<file path="config.mk">
export PLATFORM = sky130hd
export DESIGN_NAME = bm_chan_regs
export DESIGN_NICKNAME = d
export VERILOG_FILES = /design/src/rtl/bm_regs_pkg.sv /design/src/rtl/bm_wr_decode.sv /design/src/rtl/bm_cmd_unit.sv /design/src/rtl/bm_sts_unit.sv /design/src/rtl/bm_chan_regs.sv
export SDC_FILE = /design/constraint.sdc
export NUM_CORES = 1
export LEC_CHECK = 0
export ABC_CLOCK_PERIOD_IN_PS = 1110
export BUFFER_PORTS_ARGS = -buffer_cell sky130_fd_sc_hd__buf_2
export CAP_MARGIN = 20
export CORE_MARGIN = 8
export CORE_UTILIZATION = 45
export DETAILED_ROUTE_END_ITERATION = 7
export GPL_TIMING_DRIVEN = 0
export PLACE_DENSITY = 0.72
export SETUP_SLACK_MARGIN = 0.1
export SYNTH_ARGS = -nofsm -noshare
export SYNTH_HDL_FRONTEND = slang
export SYNTH_SLANG_ARGS = --single-unit
</file>
<file path="constraint.sdc">
create_clock -name clk -period 1.11 [get_ports clk]
set_input_delay 0 -clock clk [delete_from_list [all_inputs] [get_ports clk]]
set_output_delay 0 -clock clk [all_outputs]
set_load 0.02 [all_outputs]
</file>
<file path="src/rtl/bm_regs_pkg.sv">
// Shared constants and types for the bus-master channel register block.
// Assumes an 8-byte window and byte-wide command and status registers.
package bm_regs_pkg;
    localparam int BYTE_W = 8;

    // Byte offsets inside the window; software decodes these
    localparam logic [2:0] OFS_CMD  = 3'd0;
    localparam logic [2:0] OFS_RSV1 = 3'd1;
    localparam logic [2:0] OFS_STS  = 3'd2;
    localparam logic [2:0] OFS_RSV3 = 3'd3;
    localparam logic [2:0] OFS_PTR  = 3'd4;

    typedef enum logic [1:0] {
        SZ_BYTE = 2'd0,
        SZ_HALF = 2'd1,
        SZ_WORD = 2'd2,
        SZ_WIDE = 2'd3
    } acc_size_e;

    // Field positions
    localparam int CMD_GO_BIT    = 0;
    localparam int STS_ACT_BIT   = 0;
    localparam int STS_FAULT_BIT = 1;
    localparam int STS_IRQ_BIT   = 2;

    // Status reset value: capability bits 5 and 6 set
    localparam logic [BYTE_W-1:0] STS_RESET = 8'h60;
    // Status bits that are plain storage
    localparam logic [BYTE_W-1:0] STS_PLAIN_MASK = 8'hF8;

    // One-hot write target produced by the decoder
    typedef struct packed {
        logic cmd;
        logic rsv1;
        logic sts;
        logic rsv3;
        logic ptr;
        logic bad;
    } wr_sel_t;
endpackage

</file>
<file path="src/rtl/bm_wr_decode.sv">
// Write decoder: turns one host access into a register write strobe,
// or flags it as illegal. Legal writes are single bytes at offsets 0..3
// and a four-byte write at offset 4. Reads produce no strobe.
module bm_wr_decode
    import bm_regs_pkg::*;
#(
    parameter int ADDR_W = 3
) (
    input  logic              acc_valid,
    input  logic              acc_write,
    input  logic [ADDR_W-1:0] acc_addr,
    input  logic [1:0]        acc_size,
    output wr_sel_t           sel
);
    // Classify the access by size and offset
    always_comb begin
        sel = '0;
        if (acc_valid && acc_write) begin
            if (acc_size == SZ_BYTE) begin
                if (acc_addr == ADDR_W'(OFS_CMD))       sel.cmd  = 1'b1;
                else if (acc_addr == ADDR_W'(OFS_RSV1)) sel.rsv1 = 1'b1;
                else if (acc_addr == ADDR_W'(OFS_STS))  sel.sts  = 1'b1;
                else if (acc_addr == ADDR_W'(OFS_RSV3)) sel.rsv3 = 1'b1;
                else                                    sel.bad  = 1'b1;
            end else if (acc_size == SZ_WORD && acc_addr == ADDR_W'(OFS_PTR)) begin
                sel.ptr = 1'b1;
            end else begin
                sel.bad = 1'b1;
            end
        end
    end
endmodule

</file>
<file path="src/rtl/bm_cmd_unit.sv">
// Command byte and active flag. Detects changes of the start bit on
// host writes and turns them into launch or abort pulses. A change
// while no device is selected is rejected whole. Engine completion
// clears the start bit and the active flag and takes priority over
// the host for those two bits.
module bm_cmd_unit
    import bm_regs_pkg::*;
(
    input  logic              clk,
    input  logic              rst_n,
    input  logic              wr_en,
    input  logic [BYTE_W-1:0] wr_byte,
    input  logic              dev_sel,
    input  logic              dma_done,
    output logic [BYTE_W-1:0] cmd_q,
    output logic              active_q,
    output logic              start_pulse,
    output logic              abort_pulse,
    output logic              sel_err
);
    logic              flip;
    logic              go;
    logic [BYTE_W-1:0] cmd_d;
    logic              act_d;

    // Start-bit change detection and acceptance
    always_comb begin
        flip    = wr_en && (wr_byte[CMD_GO_BIT] != cmd_q[CMD_GO_BIT]);
        sel_err = flip && !dev_sel;
        go      = flip && dev_sel;
    end

    // Next command byte and active flag, completion last so it wins
    always_comb begin
        cmd_d = cmd_q;
        act_d = active_q;
        if (wr_en && !sel_err) cmd_d = wr_byte;
        if (go)                act_d = wr_byte[CMD_GO_BIT];
        if (dma_done) begin
            cmd_d[CMD_GO_BIT] = 1'b0;
            act_d             = 1'b0;
        end
    end

    // State and pulse registers
    always_ff @(posedge clk) begin
        if (!rst_n) begin
            cmd_q       <= '0;
            active_q    <= 1'b0;
            start_pulse <= 1'b0;
            abort_pulse <= 1'b0;
        end else begin
            cmd_q       <= cmd_d;
            active_q    <= act_d;
            start_pulse <= go &&  wr_byte[CMD_GO_BIT];
            abort_pulse <= go && !wr_byte[CMD_GO_BIT];
        end
    end
endmodule

</file>
<file path="src/rtl/bm_sts_unit.sv">
// Status byte apart from the active flag, which is supplied from
// outside. The interrupt and fault flags are sticky. A host write of 1
// clears a flag, and a set event in the same cycle wins. Bits 3..7
// are plain storage, with the capability bits set at reset.
module bm_sts_unit
    import bm_regs_pkg::*;
(
    input  logic              clk,
    input  logic              rst_n,
    input  logic              wr_en,
    input  logic [BYTE_W-1:0] wr_byte,
    input  logic              set_irq,
    input  logic              set_fault,
    input  logic              active,
    output logic [BYTE_W-1:0] sts_byte,
    output logic              irq_q,
    output logic              fault_q
);
    logic [BYTE_W-1:0] plain_q;
    logic              irq_d;
    logic              fault_d;

    // Sticky flag update: clear on a written 1, set wins
    always_comb begin
        irq_d   = (irq_q   && !(wr_en && wr_byte[STS_IRQ_BIT]))   || set_irq;
        fault_d = (fault_q && !(wr_en && wr_byte[STS_FAULT_BIT])) || set_fault;
    end

    // Status registers
    always_ff @(posedge clk) begin
        if (!rst_n) begin
            plain_q <= STS_RESET & STS_PLAIN_MASK;
            irq_q   <= 1'b0;
            fault_q <= 1'b0;
        end else begin
            if (wr_en) plain_q <= wr_byte & STS_PLAIN_MASK;
            irq_q   <= irq_d;
            fault_q <= fault_d;
        end
    end

    // Assemble the byte seen by readers
    always_comb begin
        sts_byte                = plain_q & STS_PLAIN_MASK;
        sts_byte[STS_IRQ_BIT]   = irq_q;
        sts_byte[STS_FAULT_BIT] = fault_q;
        sts_byte[STS_ACT_BIT]   = active;
    end
endmodule

</file>
<file path="src/rtl/bm_chan_regs.sv">
// Top of the per-channel bus-master register block. Owns the pointer
// and spare bytes, the write-error flag and the read path. It
// instantiates the write decoder, the command unit and the status unit.
// Assumes one access per valid cycle and a combinational read.
module bm_chan_regs
    import bm_regs_pkg::*;
#(
    parameter int ADDR_W = 3,
    parameter int DATA_W = 32,
    parameter int PTR_W  = 32
) (
    input  logic              clk,
    input  logic              rst_n,
    input  logic              acc_valid,
    input  logic              acc_write,
    input  logic [ADDR_W-1:0] acc_addr,
    input  logic [1:0]        acc_size,
    input  logic [DATA_W-1:0] acc_wdata,
    output logic [DATA_W-1:0] acc_rdata,
    output logic              acc_err,
    input  logic              dev_sel,
    input  logic              dev_irq,
    input  logic              dma_done,
    input  logic              dma_fault,
    output logic              start_pulse,
    output logic              abort_pulse,
    output logic [PTR_W-1:0]  start_ptr
);
    localparam int WIN_W   = PTR_W + 4 * BYTE_W;
    localparam int ALIGN_B = 2;

    wr_sel_t           sel;
    logic [BYTE_W-1:0] cmd_q;
    logic              cmd_start;
    logic              sts_act;
    logic              sts_irq;
    logic              sts_fault;
    logic [BYTE_W-1:0] sts_byte;
    logic              sel_err;
    logic [BYTE_W-1:0] rsv1_q;
    logic [BYTE_W-1:0] rsv3_q;
    logic [PTR_W-1:0]  ptr_q;
    logic [WIN_W-1:0]  window;
    logic [WIN_W-1:0]  shifted;
    logic [DATA_W-1:0] rd_mask;

    bm_wr_decode #(.ADDR_W(ADDR_W)) u_dec (
        .acc_valid (acc_valid),
        .acc_write (acc_write),
        .acc_addr  (acc_addr),
        .acc_size  (acc_size),
        .sel       (sel)
    );

    bm_cmd_unit u_cmd (
        .clk         (clk),
        .rst_n       (rst_n),
        .wr_en       (sel.cmd),
        .wr_byte     (acc_wdata[BYTE_W-1:0]),
        .dev_sel     (dev_sel),
        .dma_done    (dma_done),
        .cmd_q       (cmd_q),
        .active_q    (sts_act),
        .start_pulse (start_pulse),
        .abort_pulse (abort_pulse),
        .sel_err     (sel_err)
    );

    bm_sts_unit u_sts (
        .clk       (clk),
        .rst_n     (rst_n),
        .wr_en     (sel.sts),
        .wr_byte   (acc_wdata[BYTE_W-1:0]),
        .set_irq   (dev_irq || dma_done),
        .set_fault (dma_fault),
        .active    (sts_act),
        .sts_byte  (sts_byte),
        .irq_q     (sts_irq),
        .fault_q   (sts_fault)
    );

    assign cmd_start = cmd_q[CMD_GO_BIT];
    assign start_ptr = ptr_q;

    // Pointer, spare bytes and error flag
    always_ff @(posedge clk) begin
        if (!rst_n) begin
            ptr_q   <= '0;
            rsv1_q  <= '0;
            rsv3_q  <= '0;
            acc_err <= 1'b0;
        end else begin
            if (sel.ptr)  ptr_q  <= {acc_wdata[PTR_W-1:ALIGN_B], {ALIGN_B{1'b0}}};
            if (sel.rsv1) rsv1_q <= acc_wdata[BYTE_W-1:0];
            if (sel.rsv3) rsv3_q <= acc_wdata[BYTE_W-1:0];
            acc_err <= sel.bad || sel_err;
        end
    end

    // Read path: shift the window to the offset and mask to the size
    always_comb begin
        window  = {ptr_q, rsv3_q, sts_byte, rsv1_q, cmd_q};
        shifted = window >> {acc_addr, 3'b000};
        case (acc_size)
            SZ_BYTE: rd_mask = DATA_W'({BYTE_W{1'b1}});
            SZ_HALF: rd_mask = DATA_W'({2 * BYTE_W{1'b1}});
            default: rd_mask = '1;
        endcase
        acc_rdata = (acc_valid && !acc_write) ? (shifted[DATA_W-1:0] & rd_mask) : '0;
    end
endmodule

</file>
---- Word level (Yosys, flattened, before mapping) ----
Cells that the tools add are included.
W data, S select, Z words.
storage, ports and cells
  flip-flop bits (word level) ............. 65
  input bits .............................. 45
  word-level logic and storage cells ...... 67
operators by class
  equal/unequal tests ..................... 7
  shifts and indexed selects .............. 1
  mux-type cells .......................... 19
  bitwise operators ....................... 2
  reductions and logical operators ........ 26
operators with widths
  operator              count
  $pmux W32 S2          1
  $shr A64 B6 Y32       1
  $and A32 B32 Y32      1
  $mux W32              1
  $logic_and A1 B1 Y1   13
  $mux W1               13
  $eq A3 B2 Y1 const B  2
  $logic_not A1 Y1      6
  $mux W6               1
  $logic_or A1 B1 Y1    4
  $mux W4               1
  $eq A3 B1 Y1 const B  1
  $eq A3 B3 Y1 const B  1
  $logic_not A3 Y1      1
  $mux W3               1
  $eq A2 B1 Y1 const B  1
  $eq A2 B2 Y1 const B  1
  $logic_not A2 Y1      1
  $mux W2               1
  $reduce_or A2 Y1      1
  $ne A1 B1 Y1          1
  $not A1 Y1            1

---- Depth between registers and ports, before layout ----
Gate-level depths: netlist (run 1).
  depth after elaboration ................. 11
  mapped depth ............................ 6
  mapped depth without buffers ............ 3

---- By module ----
A second synthesis (run 1) with hierarchy kept.
unflattened totals
  cells, all modules ...................... 476
  area, all modules ....................... 4,561.9 um2
modules (own cells, without submodules)
  module        instances  cells an instance  area each (um2)  sequential area each (um2)
  bm_chan_regs  1          365                3,552.2          940.9
  bm_cmd_unit   1          70                 628.1            220.2
  bm_sts_unit   1          27                 280.3            140.1
  bm_wr_decode  1          14                 101.3            0.0

---- Least setup slack after synthesis (run 1) ----
No wires, ideal clock.
  path kind ............................... reg2out
  start ................................... register ptr_q[24], in the netlist start_ptr[24]
  end ..................................... output port acc_rdata[8]
  data arrival time ....................... 1.506 ns
  data required time ...................... 1.110 ns
  path slack .............................. -0.396 ns
  stages on the path, launching flop included .. 4
  buffers on the path ..................... 0
  cell sequence ........................... dfxtp_1 > mux2i_1 > or2_2 > a311oi_1
between the ends
  cells in the longest elaborated chain, start to end .. 3
ends and longest elaborated chain
  element                 line                 text
  from (decl)             bm_chan_regs.sv:42   logic [PTR_W-1:0] ptr_q;
  from (signal assigned)  bm_chan_regs.sv:93   if (sel.ptr) ptr_q <= {acc_wdata[PTR_W-1:ALIGN_B], {ALIGN_B{1'b0}}};
  $shr A64 B6 Y32         bm_chan_regs.sv:103  shifted = window >> {acc_addr, 3'b000};
  $and A32 B32 Y32        bm_chan_regs.sv:109  acc_rdata = (acc_valid && !acc_write) ? (shifted[DATA_W-1:0] & rd_mask) : '0;
  $mux W32                bm_chan_regs.sv:109
  to (decl)               bm_chan_regs.sv:19   output logic [DATA_W-1:0] acc_rdata,
Every way passes these cells.

---- Worst setup path after layout (run 1) ----
  start ................................... register rsv3_q[0]
  end ..................................... output port acc_rdata[0]
between the ends
  cells in the longest elaborated chain, start to end .. 3
ends and longest elaborated chain
  element                 line                 text
  from (decl)             bm_chan_regs.sv:41   logic [BYTE_W-1:0] rsv3_q;
  from (signal assigned)  bm_chan_regs.sv:95   if (sel.rsv3) rsv3_q <= acc_wdata[BYTE_W-1:0];
  $shr A64 B6 Y32         bm_chan_regs.sv:103
  $and A32 B32 Y32        bm_chan_regs.sv:109
  $mux W32                bm_chan_regs.sv:109
Every way passes these cells.

==> metrics.csv, run 1 <==
stage,metric,value,unit
run_status,status,"finished, violations left",
run_status,violations,negative setup slack,
timing,finalCritPeriodShare,1.44,
synth,synth_edf_count,0,
setup_path,path_cells,mux4_2 -> o221a_4 -> buf_6,
timing,fmax,0.626,GHz
power_and_ir_drop,power.leakage,2.74,nW
floorplanning,initial_core_util,0.458,
detailed_routing,wl_per_cell,22.4,um
cts,h-tree-depth,3,
timing,fin_hold_ws,9.94,ps
grt,grtUsageTotal,0.268,
final_layout,multi_input_area,3350,um2
cts,cts_buffer_depth,2,
detailed_routing,drc,0,
final_layout,final_common_cell,nand2_1,
timing,finalSetupViolations,40,
setup_path,crit_path_end_kind,output port,
setup_path,reg2reg_slack,-160,ps
final_layout,mostFrequentLayoutCells,"101 x nand2_1, 70 x buf_2, 67 x mux2i_1",
synth,yosysWarnings,0,
placed_design,gp_congestion,0.913,
timing,worst_slack,-487,ps
power_and_ir_drop,total_power,5.59,mW
cts,cts_sinks,65,
final_layout,syn2layout_area_growth,57.4,%
timing,min_period,1600,ps
detailed_routing,dr.pass1.iters,5,
synth,yosys_register_bits,65,
job,cap_viol_max_count,0,
setup_path,slowest_stage,mux4_2,
power_and_ir_drop,peakVddDrop,0.000593,V
cts,cts_tree,done,
grt,grt-ovfl-total,0,
detailed_routing,finalWirelength,17700,um
setup_path,criticalPathCategory,flop to output port,
cts,cts_root_buf,clkbuf_8,
floorplanning,die_height,115,um
detailed_routing,vias_per_cell,5.94,
hold_path,worstHoldPathType,primary input to flop,
synth,ys_seq_area_frac,0.295,
final_layout,regArea,1430,um2
timing,rsz0062_at_grt,true,
floorplanning,num_rows,36,
setup_path,cp.arrival,1600,ps
timing,finClkSkew,9.53,ps
timing,finalSetupTns,-13330,ps
timing,maxSlewViolCount,0,
synth,syn_area_per_cell,9.27,um2
grt,grt_pass1_vias,5023,
final_layout,n_fill_cell,717,
setup_path,critical_path_peak_fanout,4,
power_and_ir_drop,power_density,805,nW/um2
cts,clock_latency,350,ps
detailed_routing,ant_nets,0,
final_layout,finish.utilization,0.720,
grt,grt_pass1_wl,27100,um
cts,numCtsBuffers,9,
timing,worstMarginPinSlew,889,ps
floorplanning,die-area,13200,um2
cts,clk_pin_slew,80,ps
timing,hold_viol_final,0,
final_layout,fin_nets,696,
synth,syn_area,4410,um2
floorplanning,die_w,115,um
floorplanning,core_area,9640,um2
grt,antenna_found_initial,0,
placed_design,place.detailed.hpwl,12300,um
synth,synth_flop_cell,dfxtp_1,
setup_path,cp-start-kind,flop,
synth,synth_cell_type_count,56,
synth,syn_inst,476,
placed_design,place_ws,-465,ps
timing,maxSlewHeadroom,0.407,
synth,async_flop_share,0,
placed_design,io_buffers,106,
grt,grt_max_degree,13,
floorplanning,ios,112,
detailed_routing,vias,4685,
final_layout,drive_gt1_frac,0.545,
setup_path,required,1110,ps
setup_path,slowest_delay,480,ps
detailed_routing,drtIter0Drc,310,
-- timing repair --
action	in CTS	in global routing
hold endpoints to repair	40	0
setup buffers	18	5
setup endpoints to repair	48	52
resized for setup	130	55
hold buffers	35	0
pin swaps	34	21
-- flip-flops by register name, summed over array words and instances (netlist names) --
register and flops:
u_cmd.start_pulse 1, acc_err 1, u_cmd.cmd_q 8, rsv1_q 8, u_sts.irq_q 1, u_cmd.abort_pulse 1, u_cmd.active_q 1, start_ptr 30
u_sts.plain_q 5, rsv3_q 8, u_sts.fault_q 1
-- routing by layer --
layer / GRT usage / up-vias / share of wire
li1: - / 2074 / -
met1: 0.311 / 2330 / 0.39
met2: 0.449 / 233 / 0.50
met3: 0.0699 / 48 / 0.080
met4: 0.133 / 0 / 0.031
met5: 0 / - / 0
-- worst max-delay path: cells and delay by family (launching register included) --
| kind | cells | cell delay (ps) |
|---|---|---|
| multiplexers | 1 | 480 |
| flip-flops | 1 | 370 |
| AO/OA/AOI/OAI | 1 | 270 |
| buffers and inverters | 1 | 130 |
-- cells in the mapped netlist (7+ instances only) --
library cell	n	area (um2)
and3b_1	10	87.6
nor2_1	16	60.1
inv_1	12	45.0
nand2_1	104	390
buf_6	14	158
clkbuf_1	12	45.0
buf_2	13	65.1
dfxtp_1	65	1300
o21ai_0	10	50.1
a22oi_1	9	67.6
mux2i_1	72	721
mux2_2	22	248
a21oi_1	8	40.0
mux4_2	17	383
or2_2	7	43.8
a311oi_1	7	61.3
-- through the flow --
step | cell area [um2] | std cells
after floorplan | 4920 | 477
after global placement | 5620 | 716
after detailed placement | 5620 | 716
after CTS | 6740 | 784
after global routing | 6940 | 788
final | 6940 | 789
-- worst paths after layout --
kind	startpoint	end	depth (start not counted)
worst min register to register	u_cmd.cmd_q[6]	u_cmd.cmd_q[6]	2
worst max-delay path	rsv3_q[0]	acc_rdata[0]	3
worst max register to register	u_cmd.cmd_q[0]	u_cmd.cmd_q[3]	5
worst min-delay path	dma_done	u_cmd.cmd_q[0]	3
-- area by class of cell --
type                    count  area share
multi-input cells         354       0.482
clock inverters             5     0.00865
well taps                 133      0.0240
diodes                      1    0.000360
clock buffers              10      0.0214
plain buffers              44      0.0544
inverters                  14     0.00757
flip-flops and latches     65       0.206
repair buffers            163       0.196
-- cells by family after synthesis --
logic type / after synthesis / share of synthesized area
AOI/OAI and AO/OA: 69 / 0.113
xor gates and xnor gates: 1 / 0.00199
buffers and inverters: 58 / 0.0840
DFF: 65 / 0.295
muxes: 111 / 0.306
other: 1 / 0.000850
and+or+nand+nor: 171 / 0.199
-- power breakdown --
group | total (mW) | switching (mW) | internal [mW]
Clock | 2.21 | 1.03 | 1.18
Sequential | 2.30 | 0.0201 | 2.28
Combinational | 1.08 | 0.610 | 0.469
(Power assumes the default switching activity.)
==> run 2: changes to the inputs <==
- CORE_UTILIZATION: 45 -> 49
- PLACE_DENSITY: 0.72 -> 0.78
- SKIP_LAST_GASP: unset -> 1
==> metrics.csv, run 2 (same netlist as run 1, synthesis figures left out) <==
stage,metric,value,unit
run_status,status,"finished, violations left",
run_status,violations,negative setup slack,
hold_path,worstHoldPathType,primary input to flop,
timing,rsz0062_at_grt,true,
grt,grt_pass1_vias,4827,
grt,grtUsageTotal,0.265,
detailed_routing,dr.pass1.iters,5,
final_layout,finish.utilization,0.779,
timing,finClkSkew,6.90,ps
timing,worstMarginPinSlew,902,ps
grt,grt_pass1_wl,26500,um
setup_path,required,1110,ps
final_layout,drive_gt1_frac,0.534,
detailed_routing,vias_per_cell,6.09,
floorplanning,initial_core_util,0.506,
cts,clock_latency,350,ps
final_layout,largest_reg_flops,30,
setup_path,crit_family,multiplexers,
setup_path,critical_path_peak_fanout,4,
final_layout,mostFrequentLayoutCells,"101 x nand2_1, 74 x buf_2, 70 x mux2i_1",
floorplanning,die-area,12300,um2
placed_design,place.detailed.hpwl,12100,um
cts,numCtsBuffers,9,
detailed_routing,ant_nets,0,
setup_path,cp-start-kind,flop,
timing,worst_slack,-501,ps
timing,fmax,0.621,GHz
placed_design,io_buffers,106,
timing,maxSlewViolCount,0,
power_and_ir_drop,power_density,812,nW/um2
power_and_ir_drop,pwr-share-clk,0.389,
power_and_ir_drop,peakVddDrop,0.000573,V
setup_path,cp_num_buf_inv,1,
setup_path,slowest_stage,mux4_2,
cts,clk_pin_slew,80,ps
timing,finalCritPeriodShare,1.45,
cts,cts_root_buf,clkbuf_8,
grt,antenna_found_initial,0,
grt,grt-ovfl-total,0,
timing,maxSlewHeadroom,0.398,
detailed_routing,wl_per_cell,22.4,um
timing,hold_viol_final,0,
cts,cts_buffer_depth,2,
timing,min_period,1610,ps
cts,h-tree-depth,3,
setup_path,slowest_delay,490,ps
setup_path,cp.arrival,1610,ps
floorplanning,die_height,111,um
cts,cts_tree,done,
floorplanning,ios,112,
final_layout,final_common_cell,nand2_1,
job,cap_viol_max_count,0,
setup_path,criticalPathCategory,flop to output port,
final_layout,syn2layout_area_growth,54.1,%
final_layout,antennaDiodeCount,0,
grt,grt_max_degree,14,
timing,finalSetupViolations,42,
power_and_ir_drop,intPower,3.81,mW
power_and_ir_drop,comb_power_share,0.194,
final_layout,fin_nets,696,
detailed_routing,vias,4650,
power_and_ir_drop,pwr-share-seq,0.417,
floorplanning,die_w,111,um
placed_design,gp_congestion,0.913,
cts,cts_sinks,65,
detailed_routing,drtIter0Drc,285,
setup_path,crit_path_end_kind,output port,
floorplanning,num_rows,34,
setup_path,path_cells,mux4_2 -> o221a_4 -> buf_6,
power_and_ir_drop,p_sw_frac,0.310,
power_and_ir_drop,p_sw,1.71,mW
power_and_ir_drop,power.leakage,2.72,nW
floorplanning,core_area,8720,um2
detailed_routing,drc,0,
power_and_ir_drop,total_power,5.52,mW
detailed_routing,finalWirelength,17100,um
placed_design,place_ws,-454,ps
-- run 2: cell count changes in the layout (fill, tap and decap cells not counted), moves of 3 or more --
cell           change
mux2_4             -5
dlygate4sd3_1      +3
mux2i_1            +3
buf_4              +7
mux2_2             +5
buf_6             -12
buf_2              +4
o21ai_1            +4
-- run 2: power groups by stage --
| stage | combinational (mW) | sequential, mW | clock [mW] |
|---|---|---|---|
| 6_report | 1.07 | 2.30 | 2.15 |
| 5_1_grt | 1.13 | 2.30 | 2.28 |
| 4_1_cts | 1.02 | 2.31 | 2.17 |
| 3_5_place_dp | 0.862 | 2.38 | 0 |
| 3_3_place_gp | 0.848 | 2.38 | 0 |
| 2_1_floorplan | 0.586 | 2.38 | 0 |
-- run 2: layer usage --
layer	wire length (um)	vias up	track usage
li1	-	2072	-
met1	6960	2261	0.325
met2	8200	260	0.425
met3	1360	57	0.0731
met4	561	0	0.115
met5	0	-	0
-- run 2: layout make-up --
type | instances | area [um2]
Timing Repair Buffer | 163 | 1310
Fill cell | 573 | 1930
Clock inverter | 7 | 76.3
Sequential cell | 65 | 1430
Multi-Input combinational cell | 354 | 3290
Clock buffer | 9 | 124
Inverter | 14 | 52.6
Buffer | 44 | 378
Tap cell | 108 | 135
-- run 2: what timing repair did --
item,CTS,global route
gates cloned,0,0
pin swaps,18,15
gates resized for setup,107,53
hold endpoints to repair,48,0
setup buffers,12,7
endpoints found under the setup margin,40,55
hold buffers,38,0
-- run 2: path summary, 6_finish.rpt --
kind,from,depth (start not counted),slack [ps],end
setup reg to reg,u_cmd.cmd_q[0],5,-130,u_cmd.cmd_q[5]
setup / recovery,rsv3_q[0],3,-500,acc_rdata[0]
hold / removal,acc_wdata[3],3,40,rsv3_q[3]
hold reg to reg,u_cmd.cmd_q[4],2,470,u_cmd.cmd_q[4]
-- run 2: stage by stage --
stage	hold slack, ps	TNS [ps]	instances	instance area (um2)
floorplan	78.4	-3.71	477	4920
global placement	199	-15660	691	5590
detailed placement	207	-17000	691	5590
CTS	11.7	-13310	757	6580
global route	33.3	-15320	764	6800
finish	35.3	-13360	764	6800
-- run 2: worst register-to-register path, stage by stage, from the launching register on --
cell and delay (ps):
dfxtp_4 360, buf_6 120, xnor2_4 130, o2111ai_4 210
buf_12 160, mux2i_1 190
==> run 3: changes to the inputs <==
- CORE_ASPECT_RATIO: unset -> 0.75
- CORE_MARGIN: 8 -> 5
- CORE_UTILIZATION: 49 -> 30
- PLACE_DENSITY: 0.78 -> unset
==> metrics.csv, run 3 (same netlist as run 1, synthesis figures left out) <==
stage,metric,value,unit
detailed_routing,drtIter0Drc,313,
final_layout,final_common_cell,nand2_1,
timing,fin_hold_ws,6.86,ps
cts,cts_buffer_depth,2,
grt,grt_pass1_vias,4693,
setup_path,criticalPathCategory,flop to output port,
grt,grt_max_degree,13,
detailed_routing,drc,0,
floorplanning,core_area,14500,um2
final_layout,mostFrequentLayoutCells,"100 x nand2_1, 81 x buf_2, 68 x mux2i_1",
placed_design,io_buffers,106,
hold_path,worstHoldPathType,primary input to flop,
placed_design,placed_area,5700,um2
cts,clk_pin_slew,60,ps
hold_path,hold_depth,2,
setup_path,slowest_delay,380,ps
final_layout,syn2layout_area_growth,60.5,%
floorplanning,die_w,150,um
timing,worstMarginPinSlew,964,ps
detailed_routing,top_layer,met4,
job,cap_viol_max_count,0,
detailed_routing,route.met2.wl,7700,um
detailed_routing,vias,4579,
detailed_routing,finalWirelength,17900,um
setup_path,cp-start-kind,flop,
timing,finClkSkew,6.19,ps
setup_path,path_cells,or3b_1 -> o211ai_1 -> nor3b_4 -> buf_6,
final_layout,largest_reg_flops,30,
placed_design,placed_cells,783,
grt,grt-ovfl-total,0,
detailed_routing,dr.pass1.iters,5,
timing,maxSlewViolCount,0,
detailed_routing,wl_met3,1230,um
grt,antenna_found_initial,0,
cts,clock_latency,330,ps
timing,min_period,1580,ps
final_layout,layout.cells.non_filler,859,
timing,worst_slack,-466,ps
timing,fmax,0.635,GHz
timing,maxSlewHeadroom,0.358,
final_layout,antennaDiodeCount,0,
timing,finalSetupTns,-12650,ps
floorplanning,num_rows,38,
cts,numCtsBuffers,9,
power_and_ir_drop,peakVddDrop,0.000649,V
setup_path,slowest_stage,dfxtp_4,
floorplanning,ios,112,
setup_path,required,1110,ps
power_and_ir_drop,total_power,6.61,mW
setup_path,cp.arrival,1580,ps
placed_design,gp_congestion,0.949,
run_status,violations,negative setup slack,
floorplanning,die_height,115,um
grt,grt_pass1_wl,27100,um
detailed_routing,wl_per_cell,20.8,um
grt,grtUsageTotal,0.207,
detailed_routing,ant_nets,0,
timing,hold_viol_final,0,
timing,finalCritPeriodShare,1.42,
run_status,status,"finished, violations left",
cts,cts_root_buf,clkbuf_16,
floorplanning,die-area,17300,um2
final_layout,design_area,7080,um2
power_and_ir_drop,power.leakage,2.82,nW
cts,cts_sinks,65,
setup_path,worstRegToRegCells,5,
floorplanning,initial_core_util,0.305,
timing,rsz0062_at_grt,true,
timing,finalSetupViolations,40,
cts,h-tree-depth,3,
setup_path,crit_path_end_kind,output port,
placed_design,place.detailed.hpwl,13400,um
final_layout,fin_nets,699,
power_and_ir_drop,power_density,934,nW/um2
detailed_routing,vias_per_cell,5.33,
detailed_routing,wl_met1,8660,um
setup_path,critical_path_peak_fanout,5,
cts,cts_tree,done,
final_layout,drive_gt1_frac,0.549,
==> run 3: cell types whose count changed in the layout (fill, tap and decap cells not counted), moves of 3 or more <==
cell,change
buf_2,+7
buf_4,+6
buf_6,-6
dlygate4sd3_1,-5
dfxtp_4,-3
clkbuf_16,+11
clkbuf_8,-7
o21ai_1,-3
==> run 3: critical path: cells and delay by family, from the launching register on <==
kind	cells	cell delay [ps]
flip-flops	1	380
AO/OA/AOI/OAI	1	100
buffers and inverters	1	150
AND/OR/NAND/NOR	2	610
==> run 3: path summary, 6_finish.rpt <==
check | startpoint | endpoint | slack [ps]
hold / removal | acc_size[0] | acc_err | 7
setup / recovery | u_cmd.active_q | acc_rdata[16] | -470
hold reg to reg | u_cmd.cmd_q[3] | u_cmd.cmd_q[3] | 460
setup reg to reg | u_cmd.cmd_q[0] | acc_err | -130
==> run 3: power by group <==
part | switching (mW) | total, mW | internal, mW
Clock | 1.13 | 3.21 | 2.08
Sequential | 0.0177 | 2.31 | 2.29
Combinational | 0.626 | 1.10 | 0.470
Total | 1.77 | 6.61 | 4.84
==> run 3: stage by stage <==
| stage | utilization | worst slack [ps] |
|---|---|---|
| 6_report | 0.490 | -466 |
| 5_1_grt | 0.490 | -549 |
| 4_1_cts | 0.481 | -466 |
| 3_5_place_dp | 0.395 | -550 |
| 3_3_place_gp | 0.395 | -518 |
| 2_1_floorplan | - | -3.71 |
==> run 3: area by class of cell <==
cell class	count	area [um2]
inverters	14	52.6
repair buffers	166	1280
clock buffers	12	289
plain buffers	44	389
clock inverters	4	51.3
well taps	200	250
flip-flops and latches	65	1420
multi-input cells	354	3340
fillers	1356	7370
==> run 3: routing by layer <==
layer,GRT usage,vias to the layer above
li1,-,2088
met1,0.301,2276
met2,0.310,196
met3,0.0508,19
met4,0.0475,0
met5,0,-
==> run 3: repair_timing <==
action	in CTS	in global routing
setup endpoints to repair	48	50
hold buffers	33	0
endpoints found under the hold margin	35	0
cloned	0	0
gates resized for setup	126	29
buffers inserted	21	7
pin swaps	28	16
